[src/rtl/isu_pkg.sv]
// Package: shared widths, status bit positions, group masks and the
// register address map of the interrupt status unit.
package isu_pkg;

    localparam int unsigned STAT_W = 32;
    localparam int unsigned ADDR_W = 2;

    // Status bit positions (consumed by the event engines and software).
    localparam int unsigned B_RSP_ERR   = 1;
    localparam int unsigned B_CMD_DONE  = 2;
    localparam int unsigned B_DAT_OVER  = 3;
    localparam int unsigned B_TX_REQ    = 4;
    localparam int unsigned B_RX_REQ    = 5;
    localparam int unsigned B_RSP_CRC   = 6;
    localparam int unsigned B_DAT_CRC   = 7;
    localparam int unsigned B_RSP_TO    = 8;
    localparam int unsigned B_DAT_TO    = 9;
    localparam int unsigned B_VSW_DONE  = 10;
    localparam int unsigned B_FIFO_RUN  = 11;
    localparam int unsigned B_HW_LOCK   = 12;
    localparam int unsigned B_SBIT_ERR  = 13;
    localparam int unsigned B_AUTO_DONE = 14;
    localparam int unsigned B_EBIT_ERR  = 15;
    localparam int unsigned B_CARD_IRQ  = 16;
    localparam int unsigned B_CARD_IN   = 30;
    localparam int unsigned B_CARD_OUT  = 31;

    // Failure group.
    localparam logic [STAT_W-1:0] ERR_GROUP =
        (STAT_W'(1) << B_RSP_ERR)  | (STAT_W'(1) << B_RSP_CRC)  |
        (STAT_W'(1) << B_DAT_CRC)  | (STAT_W'(1) << B_RSP_TO)   |
        (STAT_W'(1) << B_DAT_TO)   | (STAT_W'(1) << B_FIFO_RUN) |
        (STAT_W'(1) << B_HW_LOCK)  | (STAT_W'(1) << B_SBIT_ERR) |
        (STAT_W'(1) << B_EBIT_ERR);

    // Completion group.
    localparam logic [STAT_W-1:0] DONE_GROUP =
        (STAT_W'(1) << B_CMD_DONE) | (STAT_W'(1) << B_DAT_OVER) |
        (STAT_W'(1) << B_VSW_DONE) | (STAT_W'(1) << B_AUTO_DONE);

    // Positions that own a storage flop.
    localparam logic [STAT_W-1:0] LIVE_MASK =
        ERR_GROUP | DONE_GROUP |
        (STAT_W'(1) << B_TX_REQ)   | (STAT_W'(1) << B_RX_REQ)   |
        (STAT_W'(1) << B_CARD_IRQ) | (STAT_W'(1) << B_CARD_IN)  |
        (STAT_W'(1) << B_CARD_OUT);

    typedef enum logic [ADDR_W-1:0] {
        SEL_RAW    = 2'd0,
        SEL_MASKED = 2'd1,
        SEL_ENABLE = 2'd2,
        SEL_CTRL   = 2'd3
    } reg_sel_e;

endpackage

[src/rtl/isu_status_bit.sv]
// One sticky status flop.
// Sets on an event pulse, clears on a software clear strobe.
// Assumes: when both arrive at the same edge, the event wins.
module isu_status_bit (
    input  logic clk,
    input  logic rst_n,
    input  logic set_i,
    input  logic clr_i,
    output logic q_o
);

    // Sticky flag with set priority over clear.
    always_ff @(posedge clk) begin
        if (!rst_n)     q_o <= 1'b0;
        else if (set_i) q_o <= 1'b1;
        else if (clr_i) q_o <= 1'b0;
    end

    assert_evt_sets_R2: assert property (@(posedge clk) disable iff (!rst_n)
        set_i |=> q_o);

    assert_clear_drops_R4: assert property (@(posedge clk) disable iff (!rst_n)
        (clr_i && !set_i) |=> !q_o);

endmodule

[src/rtl/isu_cfg_regs.sv]
// Enable vector and global interrupt switch.
// Assumes: single-cycle writes; the address 3 register keeps only data bit 0.
module isu_cfg_regs
    import isu_pkg::*;
(
    input  logic              clk,
    input  logic              rst_n,
    input  logic              wr_en_i,
    input  logic [ADDR_W-1:0] addr_i,
    input  logic [STAT_W-1:0] wr_data_i,
    output logic [STAT_W-1:0] enable_o,
    output logic              gie_o
);

    logic wr_enable;
    logic wr_ctrl;

    // Address decode for the two writable configuration words.
    always_comb begin
        wr_enable = wr_en_i && (reg_sel_e'(addr_i) == SEL_ENABLE);
        wr_ctrl   = wr_en_i && (reg_sel_e'(addr_i) == SEL_CTRL);
    end

    // Configuration storage.
    always_ff @(posedge clk) begin
        if (!rst_n) begin
            enable_o <= '0;
            gie_o    <= 1'b0;
        end else begin
            if (wr_enable) enable_o <= wr_data_i;
            if (wr_ctrl)   gie_o    <= wr_data_i[0];
        end
    end

endmodule

[src/rtl/isu_summary.sv]
// Group decode of the masked status.
// Produces the failure OR, the completion OR and the close-request flag.
// The close-request flag is held off while a response timeout still
// awaits its command done.
module isu_summary
    import isu_pkg::*;
(
    input  logic [STAT_W-1:0] masked_i,
    output logic              err_o,
    output logic              done_o,
    output logic              finish_o
);

    logic to_pending;
    logic unused_bits;

    assign unused_bits = ^(masked_i & ~(ERR_GROUP | DONE_GROUP));

    // Group ORs and the timeout-waits-for-command-done gate.
    always_comb begin
        err_o      = |(masked_i & ERR_GROUP);
        done_o     = |(masked_i & DONE_GROUP);
        to_pending = masked_i[B_RSP_TO] && !masked_i[B_CMD_DONE];
        finish_o   = (err_o || done_o) && !to_pending;
    end

endmodule

[src/rtl/card_irq_status.sv]
// Top of the interrupt status unit.
// Holds the raw event register (write one to clear), the masked view,
// the interrupt line and the group summaries.
// Assumes: event pulses and the register port share one clock.
module card_irq_status
    import isu_pkg::*;
(
    input  logic              clk,
    input  logic              rst_n,
    input  logic [STAT_W-1:0] evt_i,
    input  logic              wr_en_i,
    input  logic [ADDR_W-1:0] addr_i,
    input  logic [STAT_W-1:0] wr_data_i,
    output logic [STAT_W-1:0] rd_data_o,
    output logic              irq_o,
    output logic              err_sum_o,
    output logic              done_sum_o,
    output logic              finish_o
);

    logic [STAT_W-1:0] raw_q;
    logic [STAT_W-1:0] clr_vec;
    logic [STAT_W-1:0] enable_q;
    logic [STAT_W-1:0] masked;
    logic              gie_q;
    logic              unused_dead;

    // Clear strobes come from a write to the raw address.
    always_comb begin
        clr_vec = (wr_en_i && (reg_sel_e'(addr_i) == SEL_RAW)) ? wr_data_i : '0;
    end

    // One flop per live position; dead positions are tied low.
    for (genvar b = 0; b < STAT_W; b++) begin : g_bit
        if (LIVE_MASK[b]) begin : g_live
            isu_status_bit u_bit (
                .clk   (clk),
                .rst_n (rst_n),
                .set_i (evt_i[b]),
                .clr_i (clr_vec[b]),
                .q_o   (raw_q[b])
            );
        end else begin : g_dead
            assign raw_q[b] = 1'b0;
        end
    end

    assign unused_dead = ^((evt_i | clr_vec) & ~LIVE_MASK);

    isu_cfg_regs u_cfg (
        .clk       (clk),
        .rst_n     (rst_n),
        .wr_en_i   (wr_en_i),
        .addr_i    (addr_i),
        .wr_data_i (wr_data_i),
        .enable_o  (enable_q),
        .gie_o     (gie_q)
    );

    // Masked view and interrupt level.
    always_comb begin
        masked = raw_q & enable_q;
        irq_o  = gie_q && (|masked);
    end

    isu_summary u_sum (
        .masked_i (masked),
        .err_o    (err_sum_o),
        .done_o   (done_sum_o),
        .finish_o (finish_o)
    );

    // Read multiplexer.
    always_comb begin
        case (reg_sel_e'(addr_i))
            SEL_RAW:    rd_data_o = raw_q;
            SEL_MASKED: rd_data_o = masked;
            SEL_ENABLE: rd_data_o = enable_q;
            default:    rd_data_o = {{(STAT_W-1){1'b0}}, gie_q};
        endcase
    end

    assert_dead_bits_zero_R3: assert property (@(posedge clk) disable iff (!rst_n)
        (reg_sel_e'(addr_i) == SEL_RAW) |-> ((rd_data_o & ~LIVE_MASK) == '0));

    assert_irq_needs_gie_R7: assert property (@(posedge clk) disable iff (!rst_n)
        irq_o |-> gie_q);

    assert_finish_after_cmd_done_R10: assert property (@(posedge clk) disable iff (!rst_n)
        (finish_o && masked[B_RSP_TO]) |-> masked[B_CMD_DONE]);

    assert_finish_has_cause_R10: assert property (@(posedge clk) disable iff (!rst_n)
        finish_o |-> (err_sum_o || done_sum_o));

endmodule

[config.mk]
export PLATFORM = sky130hd
export DESIGN_NAME = card_irq_status
export DESIGN_NICKNAME = d
export VERILOG_FILES = /design/src/rtl/isu_pkg.sv /design/src/rtl/isu_status_bit.sv /design/src/rtl/isu_cfg_regs.sv /design/src/rtl/isu_summary.sv /design/src/rtl/card_irq_status.sv
export SDC_FILE = /design/constraint.sdc
export NUM_CORES = 1
export LEC_CHECK = 0
export BUFFER_PORTS_ARGS = -buffer_cell sky130_fd_sc_hd__buf_2
export CAP_MARGIN = 20
export CORE_ASPECT_RATIO = 1.1
export CORE_MARGIN = 8
export CORE_UTILIZATION = 45
export DETAILED_ROUTE_END_ITERATION = 7
export PLACE_DENSITY = 0.81
export RECOVER_POWER = 100
export SYNTH_ARGS = -nofsm -noshare
export SYNTH_HDL_FRONTEND = slang
export SYNTH_SLANG_ARGS = --single-unit
[constraint.sdc]
create_clock -name clk -period 1.4 [get_ports clk]
set_input_delay 0.07 -clock clk [delete_from_list [all_inputs] [get_ports clk]]
set_output_delay 0.07 -clock clk [all_outputs]
set_load 0.02 [all_outputs]
==> reports/metrics.cfg, run 1 <==
[timing]
setup_viol=23
finalSetupTns_ns=-2.40
timing.slew.headroom_pct=49.7
worstMarginPinSlew_ns=0.752
fin_crit_sh_pct=118
worst_slack_ns=-0.254
drv_slew=0
max_freq_mhz=604
rsz0062_at_grt=yes
finalCriticalPeriod_ns=1.65
final-hold-violation-count=0
skew_ns=0

[synth]
synth.top_cell.area_share_pct=41.7
synth.area.top_cells=dfxtp_1 42%, nand2_1 10%, a21boi_0 8.9%, o21a_1 5.5%, a22o_1 3.9%
yosysSeqAreaShare_pct=41.7
syn_nets=360
synth.distinct_cells=31
synthesis.area_per_instance_um2=8.41
synth_cells=291
netlist_area_um2=2450
synth-seq-cells=51
ys.warnings.count=0
yosys.area.top_type=dfxtp_1

[run_status]
violations=setup timing
status=complete, but fails checks

[floorplanning]
core_region_area_um2=5330
core.rowCount=28
start_util_pct=46.0
die_x_um=86.3
die_h_um=93.3
fp.dieArea_um2=8060
ioPinCount=105

[routing]
ant_nets=0
drt_wl_total_um=7270
vias=2437
drt_iter0_markers=173
via_per_inst=5.13
drc_errors=0
wl_per_cell_um=15.3
dr.pass1.iters=6

[worst_setup_path]
slowest_delay_ns=0.58
crit_end=irq_o
critPathMaxFanout=3
cp_data_arrival_time_ns=1.58
crit_chain=a222oi_1 -> a41oi_2 -> buf_4
cp_slowest_cell=a222oi_1
end_kind=output port
r2r_slack_ns=0.65
r2r-start=g_bit[30].g_live.u_bit.q_o
start_kind=flip-flop
cp.required_ns=1.33
worstRegToRegCells=2
r2r-end=g_bit[30].g_live.u_bit.q_o
critPathLaunch=g_bit[31].g_live.u_bit.q_o
critPathKind=reg2out

[clock_tree]
tritoncts=built
cts.sinks=51
clk_latency_ns=0.30
cts.path.max_buffers=2
root_buffer=clkbuf_8
h-tree-depth=2
numCtsBuffers=5
worst_setup_hold_path_clk_slew_ns=0.09

[power]
peakVddDrop_mv=0.671
power_density_nw_per_um2=997
leakage_nw=1.47

[final_layout]
finalNetCount=468
stdcell_count=475
drive_gt1_share_pct=29.5
antenna_cells=0
synthToLayoutAreaGrowth_pct=36.0
layout_common_cells=78 x buf_2, 66 x nand2_1, 48 x dfxtp_1
final_util_pct=62.5
final_common_cell=buf_2

[place]
dp_slack_ns=0.0621
dpl.cell_count=447
io_buffers=90
routabilityCongestion=0.783
post-dp-hpwl_um=5060

[grt]
grt_use_total_pct=17.8
grt_pass1_vias=2529
antenna_found_initial=0
grt_first_pass_wirelength_um=11600
overflow=0
grt_max_degree=33

[hold_path]
worstHoldPathType=in2reg

[flow_run]
drv_cap=0

critical path: cells and delay by family (launching register included):
family / cells / cell delay [ns]
AO/OA/AOI/OAI: 2 / 0.76
flip-flops: 1 / 0.34
buffers and inverters: 1 / 0.19
where the power goes:
part | leakage, nW | internal (mW) | switching [mW]
clock network | 0.0644 | 0.713 | 0.502
logic | 0.983 | 0.257 | 0.274
registers | 0.420 | 1.52 | 0.0525
total | 1.47 | 2.49 | 0.828
worst min path at each step:
| stage | from | end | slack, ns | depth (start not counted) |
|---|---|---|---|---|
| after floorplan | evt_i[11] | g_bit[11].g_live.u_bit.q_o | 0.19 | 1 |
| after global placement | evt_i[6] | g_bit[6].g_live.u_bit.q_o | 0.28 | 2 |
| after detailed placement | evt_i[15] | g_bit[15].g_live.u_bit.q_o | 0.28 | 2 |
| after CTS | wr_data_i[28] | u_cfg.enable_o[28] | 0.001 | 3 |
| after global routing | wr_data_i[5] | u_cfg.enable_o[5] | 0.0003 | 3 |
| final | wr_data_i[31] | u_cfg.enable_o[31] | 0.003 | 3 |
kinds of logic after synthesis:
family | count (synthesis) | synth area share [%]
DFF | 51 | 41.7
muxes | 2 | 0.818
and+or+nand+nor | 97 | 18.5
buffers and inverters | 35 | 6.85
AOI/OAI and AO/OA | 106 | 32.2
synth_stat cells:
library cell	number
and3b_1	1
a21oi_1	9
and3_1	1
inv_2	1
nand3b_1	1
a21oi_2	2
buf_2	8
o21ai_0	11
nand2_1	66
dfxtp_1	51
and2_1	13
and4_1	1
a21boi_1	10
mux2i_1	2
nand2b_1	8
buf_4	3
a21boi_0	29
a32o_1	7
nor2b_1	1
a32oi_1	1
buf_6	2
a41oi_1	1
nor3b_4	1
a222oi_1	2
inv_1	14
nand3_1	1
a22o_1	11
a22oi_1	5
clkbuf_1	7
nor2_1	3
o21a_1	18
state kept, by name (all words and copies together), names as in the netlist:
| signal | cells |
|---|---|
| g_bit.g_live.u_bit.q_o | 18 |
| u_cfg.enable_o | 32 |
| u_cfg.gie_o | 1 |
metrics by stage:
stage / power (mW) / hold WS (ns) / instance area (um^2)
final: 3.32 / 0.00344 / 3330
after floorplan: 1.88 / 0.194 / 2450
after global placement: 2.07 / 0.278 / 3000
after CTS: 3.35 / 0.00126 / 3350
after detailed placement: 2.09 / 0.282 / 3000
after global routing: 3.45 / 0.000338 / 3330
routing by layer:
layer	routed length, um	vias to the layer above	global-route usage, %
li1	-	1216	-
met1	3010	1142	19.2
met2	3680	72	32.5
met3	493	7	5.35
met4	91	0	5.60
met5	0	-	0
repair_timing:
action / in CTS / in global routing
buffers inserted: 1 / 0
pin swaps: 4 / 2
endpoints found under the hold margin: 19 / 0
hold buffers: 19 / 0
resized for setup: 6 / 5
endpoints found under the setup margin: 3 / 4
cell type report:
| type | instances | area [um^2] |
|---|---|---|
| Clock inverter | 3 | 67.6 |
| Multi-Input combinational cell | 205 | 1270 |
| Tap cell | 75 | 93.8 |
| Fill cell | 488 | 2000 |
| Sequential cell | 51 | 1020 |
| Inverter | 15 | 56.3 |
| Clock buffer | 5 | 68.8 |
| Timing Repair Buffer | 121 | 743 |
Note: power is estimated with default switching activity, not from simulation.
==> inputs of run 2 (changes only) <==
--- a/config.mk
+++ b/config.mk
@@ -11,7 +11,7 @@
 export CORE_MARGIN = 8
 export CORE_UTILIZATION = 45
 export DETAILED_ROUTE_END_ITERATION = 7
-export PLACE_DENSITY = 0.81
+export PLACE_DENSITY = 0.73
 export RECOVER_POWER = 100
 export SYNTH_ARGS = -nofsm -noshare
 export SYNTH_HDL_FRONTEND = slang
==> run 2 against run 1 <==
  * The run still ends with setup timing left
  * Design area about the same
  * Largest power group unchanged
  * First-iteration DRC count down 36%
  * Critical path depth grew 1
  * Hold slack better by 0.0080 ns
  * Global-route usage grew 0.14 points
  * Clock power down 33%
  * Core utilization is essentially flat
  * Combinational power grew 2%
  * Power decreased by 12%
  * Non-clock buffer count up 6
  * Sequential power about the same
==> reports/metrics.cfg, run 2 (synthesis results as in run 1) <==
[timing]
setup_viol=3  ; was 23
max_freq_mhz=620  ; was 604 MHz
final-hold-violation-count=0  ; unchanged
finalSetupTns_ns=-0.483  ; was -2.40 ns
fin_crit_sh_pct=115  ; was 118%
worstMarginPinSlew_ns=0.516  ; was 0.752 ns
drv_slew=0  ; unchanged
worst_hold_slack_ns=0.0114  ; was 0.00344 ns
rsz0062_at_grt=yes  ; unchanged
timing.slew.headroom_pct=65.6  ; was 49.7%
worst_slack_ns=-0.212  ; was -0.254 ns
skew_ns=0  ; unchanged
finalCriticalPeriod_ns=1.61  ; was 1.65 ns

[worst_setup_path]
slowest_delay_ns=0.33  ; was 0.58 ns
cp_slowest_cell=dfxtp_2  ; was a222oi_1
cp.required_ns=1.33  ; about the same
start_kind=flip-flop  ; unchanged
end_kind=output port  ; unchanged
critPathKind=reg2out  ; unchanged
worstRegToRegCells=4  ; was 2
crit_chain=a222oi_1 -> and4_4 -> a41oi_2 -> buf_4  ; was a222oi_1 -> a41oi_2 -> buf_4
cp_data_arrival_time_ns=1.54  ; was 1.58 ns
critPathMaxFanout=3  ; unchanged

[clock_tree]
h-tree-depth=2  ; unchanged
cts.path.max_buffers=2  ; unchanged
root_buffer=clkbuf_8  ; unchanged
cts.sinks=51  ; unchanged
clk_latency_ns=0.30  ; about the same
worst_setup_hold_path_clk_slew_ns=0.09  ; about the same
tritoncts=built  ; unchanged
numCtsBuffers=5  ; unchanged

[power]
power_density_nw_per_um2=876  ; was 997 nW/um^2
leakage_nw=1.45  ; was 1.47 nW
peakVddDrop_mv=0.728  ; was 0.671 mV
p_total_mw=2.92  ; was 3.32 mW

[final_layout]
synthToLayoutAreaGrowth_pct=35.9  ; was 36.0%
regMostFlops=u_cfg.enable_o  ; unchanged
antenna_cells=0  ; unchanged
reg_top3=u_cfg.enable_o: 32 flops, g_bit.g_live.u_bit.q_o: 18 flops, u_cfg.gie_o: 1 flops  ; unchanged
fillers=477  ; was 488
layout_common_cells=66 x nand2_1, 62 x buf_2, 47 x dfxtp_1  ; was 78 x buf_2, 66 x nand2_1, 48 x dfxtp_1
largest_register_ffs=32  ; unchanged
drive_gt1_share_pct=29.6  ; was 29.5%
final_common_cell=nand2_1  ; was buf_2
finalNetCount=474  ; was 468

[floorplanning]
start_util_pct=46.0  ; unchanged
die_h_um=93.3  ; unchanged
ioPinCount=105  ; unchanged
core_region_area_um2=5330  ; unchanged
fp.dieArea_um2=8060  ; unchanged
core.rowCount=28  ; unchanged
die_x_um=86.3  ; unchanged

[place]
io_buffers=90  ; unchanged
routabilityCongestion=0.798  ; was 0.783
post-dp-hpwl_um=4900  ; was 5060 um

[routing]
ant_nets=0  ; unchanged
vias=2422  ; was 2437
dr.pass1.iters=4  ; was 6
via_per_inst=5.04  ; was 5.13
drt_iter0_markers=110  ; was 173
wl_per_cell_um=14.6  ; was 15.3 um
drc_errors=0  ; unchanged
drt_wl_total_um=7020  ; was 7270 um

[grt]
overflow=0  ; unchanged
grt_pass1_vias=2422  ; was 2529
grt_use_total_pct=18.0  ; was 17.8%
antenna_found_initial=0  ; unchanged
grt_max_degree=52  ; was 33
use_met1_pct=20.6  ; was 19.2%
grt.busiest_layer=met2  ; unchanged
gr-usage-met3_pct=6.67  ; was 5.35%
grt_use_met2_pct=30.1  ; was 32.5%
grt_first_pass_wirelength_um=11600  ; about the same

[flow_run]
drv_cap=0  ; unchanged

[hold_path]
worstHoldPathType=in2reg  ; unchanged
holdPathStages=3  ; unchanged

[run_status]
status=complete, but fails checks  ; unchanged
violations=setup timing  ; unchanged

[run 2: cell types whose count changed in the layout (fill, tap and decap cells not counted), sizes merged]
| cell | change |
|---|---|
| clkbuf | +20 |
| buf | -14 |
| bufinv | -2 |
| dlygate4sd3 | +2 |
| clkinv | +1 |
| clkinvlp | -1 |
[run 2: power breakdown]
part / internal [mW] / switching (mW)
Clock: 0.352 / 0.453
Combinational: 0.269 / 0.271
Sequential: 1.52 / 0.0499
[run 2: critical path, delay by kind of cell (launching register included)]
kind                   cells  cell delay, ns
flip-flops                 1            0.33
buffers and inverters      1            0.19
AND/OR/NAND/NOR            1            0.30
AO/OA/AOI/OAI              2            0.42
[run 2: stage by stage]
step	util (%)	worst slack, ns	std cells	cell area [um^2]
2_1_floorplan	-	0.232	291	2450
3_3_place_gp	56.5	0.0413	450	3010
3_5_place_dp	56.5	0.00438	450	3010
4_1_cts	62.0	-0.215	477	3300
5_1_grt	62.5	-0.305	481	3330
6_report	62.5	-0.212	481	3330
[run 2: path summary, 6_finish.rpt]
check | from | to | slack [ns]
max | g_bit[9].g_live.u_bit.q_o | irq_o | -0.21
min | wr_data_i[19] | u_cfg.enable_o[19] | 0.01
max reg2reg | g_bit[9].g_live.u_bit.q_o | g_bit[9].g_live.u_bit.q_o | 0.57
min reg2reg | u_cfg.enable_o[29] | u_cfg.enable_o[29] | 0.46
[run 2: routing by layer]
metal	up-vias	part of all wire, %
met5	-	0
met1	1115	42
met4	0	1.6
li1	1226	-
met2	72	49
met3	9	7.3
[run 2: final cells by class]
cell class	count	area [um^2]	share of cell area, %
multi-input cells	205	1270	38.1
inverters	15	56.3	1.69
well taps	75	93.8	2.82
clock inverters	1	5.00	0.150
clock buffers	7	76.3	2.29
flip-flops and latches	51	1030	30.8
repair buffers	127	803	24.1
[run 2: what timing repair did]
| item | 4_1_cts | 5_1_grt |
|---|---|---|
| setup endpoints to repair | 3 | 9 |
| endpoints found under the hold margin | 18 | 3 |
| hold buffers | 18 | 3 |
| resized for setup | 7 | 8 |
| setup buffers | 1 | 1 |
| pin swaps | 4 | 2 |
